## src/rtl/qss_pkg.sv

```systemverilog
package qss_pkg;

    typedef enum logic [1:0] {
        MODE_SER_PAR = 2'b00,
        MODE_SER_SER = 2'b01,
        MODE_PAR_SER = 2'b10,
        MODE_PAR_PAR = 2'b11
    } mode_e;

endpackage

```

## src/rtl/shift_next_sel.sv

```systemverilog
module shift_next_sel
    import qss_pkg::*;
#(
    parameter int WIDTH = 4
) (
    input  mode_e              mode,
    input  logic               load,
    input  logic               ser_bit,
    input  logic [WIDTH-1:0]   par_word,
    input  logic [WIDTH-1:0]   cur,
    output logic [WIDTH-1:0]   nxt
);

    localparam int TOP = WIDTH - 1;

    logic [WIDTH-1:0] down_ser;
    logic [WIDTH-1:0] down_zero;

    // One-stage move toward the least significant end.
    assign down_ser  = {ser_bit, cur[TOP:1]};
    assign down_zero = {1'b0,    cur[TOP:1]};

    always_comb begin
        nxt = cur;
        unique case (mode)
            MODE_SER_PAR,
            MODE_SER_SER: nxt = down_ser;
            MODE_PAR_SER: nxt = load ? par_word : down_zero;
            MODE_PAR_PAR: nxt = par_word;
        endcase
    end

endmodule

```

## src/rtl/stage_bank.sv

```systemverilog
module stage_bank #(
    parameter int WIDTH = 4
) (
    input  logic             clk,
    input  logic             srst,
    input  logic [WIDTH-1:0] d,
    output logic [WIDTH-1:0] q
);

    for (genvar i = 0; i < WIDTH; i++) begin : g_stage
        logic r;
        always_ff @(posedge clk) begin
            if (srst) r <= 1'b0;
            else      r <= d[i];
        end
        assign q[i] = r;
    end

endmodule

```

## src/rtl/quad_stage_shifter.sv

```systemverilog
module quad_stage_shifter
    import qss_pkg::*;
#(
    parameter int WIDTH = 4
) (
    input  logic             clk,
    input  logic             srst,
    input  logic             ser_in,
    input  logic [WIDTH-1:0] par_in,
    input  logic             load_stb,
    input  logic [1:0]       mode_sel,
    output logic [WIDTH-1:0] par_out,
    output logic             ser_out
);

    mode_e            mode;
    logic [WIDTH-1:0] stages;
    logic [WIDTH-1:0] stages_nxt;

    assign mode = mode_e'(mode_sel);

    shift_next_sel #(.WIDTH(WIDTH)) u_next (
        .mode     (mode),
        .load     (load_stb),
        .ser_bit  (ser_in),
        .par_word (par_in),
        .cur      (stages),
        .nxt      (stages_nxt)
    );

    stage_bank #(.WIDTH(WIDTH)) u_bank (
        .clk  (clk),
        .srst (srst),
        .d    (stages_nxt),
        .q    (stages)
    );

    // Outputs: contents and lowest stage, valid in every mode.
    always_comb begin
        par_out = stages;
        ser_out = stages[0];
    end

endmodule

```

## config.mk

```make
export PLATFORM = sky130hd
export DESIGN_NAME = quad_stage_shifter
export DESIGN_NICKNAME = d
export VERILOG_FILES = /design/src/rtl/qss_pkg.sv /design/src/rtl/shift_next_sel.sv /design/src/rtl/stage_bank.sv /design/src/rtl/quad_stage_shifter.sv
export SDC_FILE = /design/constraint.sdc
export NUM_CORES = 1
export LEC_CHECK = 0
export BUFFER_PORTS_ARGS = -buffer_cell sky130_fd_sc_hd__buf_4
export CORE_AREA = 5 5 42 44
export DETAILED_ROUTE_END_ITERATION = 16
export DIE_AREA = 0 0 47 49
export PLACE_DENSITY_LB_ADDON = 0.2
export SYNTH_ARGS = -nofsm -noshare
export SYNTH_HDL_FRONTEND = slang
export SYNTH_SLANG_ARGS = --single-unit
```

## constraint.sdc

```tcl
create_clock -name clk -period 0.8 [get_ports clk]
set_input_delay 0.12 -clock clk [delete_from_list [all_inputs] [get_ports clk]]
set_output_delay 0.12 -clock clk [all_outputs]
set_load 0.1 [all_outputs]
```

==> run summary <==
* u_bank.g_stage[3].r — WHS Endpoint
* u_bank.g_stage[2].r — capturing point of the worst reg2reg path
* 4 — Largest register FFs
* 9.88 um — Routed wire per std cell
* 0.0574 — met1 GRT Util
* 0 — First DRT Iteration DRCs
* 101 um^2 — Multi-input gate area
* 1.12 — period utilization
* flip-flop — kind of start point of the critical path
* met2 — layer with the highest usage
* 2 — cell count of the worst hold path
* -97.6 ps — final critical-path setup slack
* 158 — Fill cells
* 47 — number of placed instances, taps included
* 2300 um^2 — area enclosed by the die boundary
* flip-flops — crit-path leading delay family
* true — RSZ-0062 raised after global routing
* 1890 nW/um^2 — total power divided by cell area
* setup timing — violations in the final reports
* 0.774 mW — total power consumption of the routed design
* dfxtp_4 — slowest stage cell, crit path
* built — CTS tree
* 360 ps — highest cell delay on the worst timing path
* 2 — maximum count of clock buffers along a single path
* 938 um — global-route wire length before repair
* 1 — First-pass DRT Iterations
* 100 ps — setup slack of the most critical reg-to-reg path
* 14 — count of buffers inserted at the top-level ports
* 31 — Synth Net Count
* primary output — endpoint type of the worst setup path
* 3 — total CTS buffers
* 4 — clk sinks
* 0 — warnings from Yosys
* buf_12 — critical-path cell list
* 1 — # H-tree levels
* 15 — Top Ports
* 9.56 ps — clk_skew
* finished, violations left — status
* 47 um — die width
* 52 — final std cells w/o fill
* 50 ps — CTS clk-pin slew, worst paths
* 94.1% — layout-stage area growth over the synthesis result
* 680 ps — Req. time, crit path
* 0.151 — starting utilization of the core area
* 1400 um^2 — core area
* 0.0860 — met2 layer usage reported by global route
* 0 — number of antenna violations at the first check in global routing
* 0.639 — fraction of layout cells with a size suffix above 1
* 3 — cell count of the worst reg-to-reg path
* 14 — placement row count
* 793 uV — maximum vdd drop
* 10.1 um^2 — Post-Synthesis Mean Instance Area
* 8 — maximum number of pins on one net before global-route repair
* 219 — via count of the first global-routing pass
* 21 — synthesized instance count
* 0 — diodes inserted
* 0.897 — Max-slew headroom
* 514 um — Routed WL
* 0 — Max Transition Viols Final
* reg -> out — category of the most critical setup path
* 154 ps — Worst Max-Slew Pin Slew
* 49 um — height of the die
* 898 ps — final critical delay including setup and external delays
* 240 ps — clock insertion delay at the later pin of the skew report
* 47 — Net count, final
* 0 — Antenna Nets Post-Route
* 0 — number of remaining DRC errors
* 192 — via count
* -411 ps — sum of negative setup slack
* 0 — hold bufs inserted after CTS
* 0.176 nW — leakage power
* 3.69 — Avg Vias per Cell
* 0.0621 — overall global routing resource usage
* u_bank.g_stage.r — Most flops, register
* 211 um^2 — netlist area before placement
* in -> reg — Hold/Removal Path Class
* srst — Hold Crit Start
* 780 ps — Critical Path AT
* 0.633 — global placer's final weighted congestion
* 87.6 um^2 — combined flip-flop and latch cell area
* 0 — Maximum Capacitance Violations
* u_bank.g_stage.r: 4 flops — leading registers by flop count
* u_bank.g_stage[3].r — worst flop-to-flop path startpoint
* 2 — Critical Path Fanout Max
* 0 — global-route congestion overflow total
* 1110 MHz — maximum clock frequency
* 5 — # setup viols final
* 1 — sum of buffers and inverters on the critical path
* 7 — post-synthesis cell type count
* 0.379 — share of synthesized area occupied by flip-flops and latches
* clkbuf_4 — Clock Tree Root
* 0 — number of failing hold endpoints at the final stage
* 4 — synthesized flop and latch total
* 72.4 ps — worst slack on hold paths
* 0.0664 — met3 track demand over resource in global routing
-- final cells by class --
class	instances	area share
timing repair buffer	15	0.427
clock buffer	4	0.0640
tap	16	0.0488
multi-input combinational	13	0.247
sequential	4	0.213
-- cell usage in the layout (no fill, tap or decap) --
cell	instances
buf_4	10
clkbuf_4	3
mux2i_1	3
o21a_4	1
nand2b_1	7
dfxtp_2	3
o211ai_1	1
a21oi_1	1
buf_12	5
dfxtp_4	1
clkbuf_1	1
-- Yosys cell counts, drive strengths merged --
| library cell | n | area, um^2 |
|---|---|---|
| o211ai | 1 | 7.51 |
| a21oi | 1 | 5.00 |
| buf | 4 | 30.0 |
| o21a | 1 | 15.0 |
| mux2i | 3 | 30.0 |
| nand2b | 7 | 43.8 |
| dfxtp | 4 | 80.1 |
-- report_power, final --
group / internal [mW] / switching [mW] / total, mW / leakage [nW]
logic: 0.114 / 0.149 / 0.263 / 0.126
clock network: 0.188 / 0.0936 / 0.281 / 0.0150
registers: 0.215 / 0.0146 / 0.229 / 0.0347
total: 0.517 / 0.257 / 0.774 / 0.176
-- per-layer routing --
metal	vias to the layer above	wire length, um
li1	95	-
met4	0	0
met1	88	179
met3	0	57
met2	9	277
met5	-	0
-- per-stage QoR --
stage                     worst slack, ps  utilization  area, um^2
after floorplan                     -62.8            -         228
after global placement               71.2        0.221         310
after detailed placement             75.1        0.221         310
after CTS                            -113        0.288         403
after global routing                 -138        0.293         410
final                               -97.6        0.293         410
-- cells by family after synthesis --
family | share of synthesized area
compound gates | 0.130
flops | 0.379
mux | 0.142
simple gates | 0.207
buf+inv | 0.142
-- worst max-delay path by stage --
stage / end / cells after the start / startpoint / slack (ps)
after global routing: par_out[0] / 1 / u_bank.g_stage[0].r / -140
after detailed placement: par_out[3] / 1 / u_bank.g_stage[3].r / 80
after global placement: par_out[3] / 1 / u_bank.g_stage[3].r / 70
after CTS: par_out[0] / 1 / u_bank.g_stage[0].r / -110
after floorplan: par_out[0] / 1 / u_bank.g_stage[0].r / -60
final: ser_out / 1 / u_bank.g_stage[0].r / -100
-- what timing repair did --
action / 4_1_cts / 5_1_grt
setup endpoints to repair: 5 / 5
setup buffers: 0 / 1
gates resized for setup: 18 / 0
gates cloned: 0 / 0
Note: power is estimated with default switching activity, not from simulation.
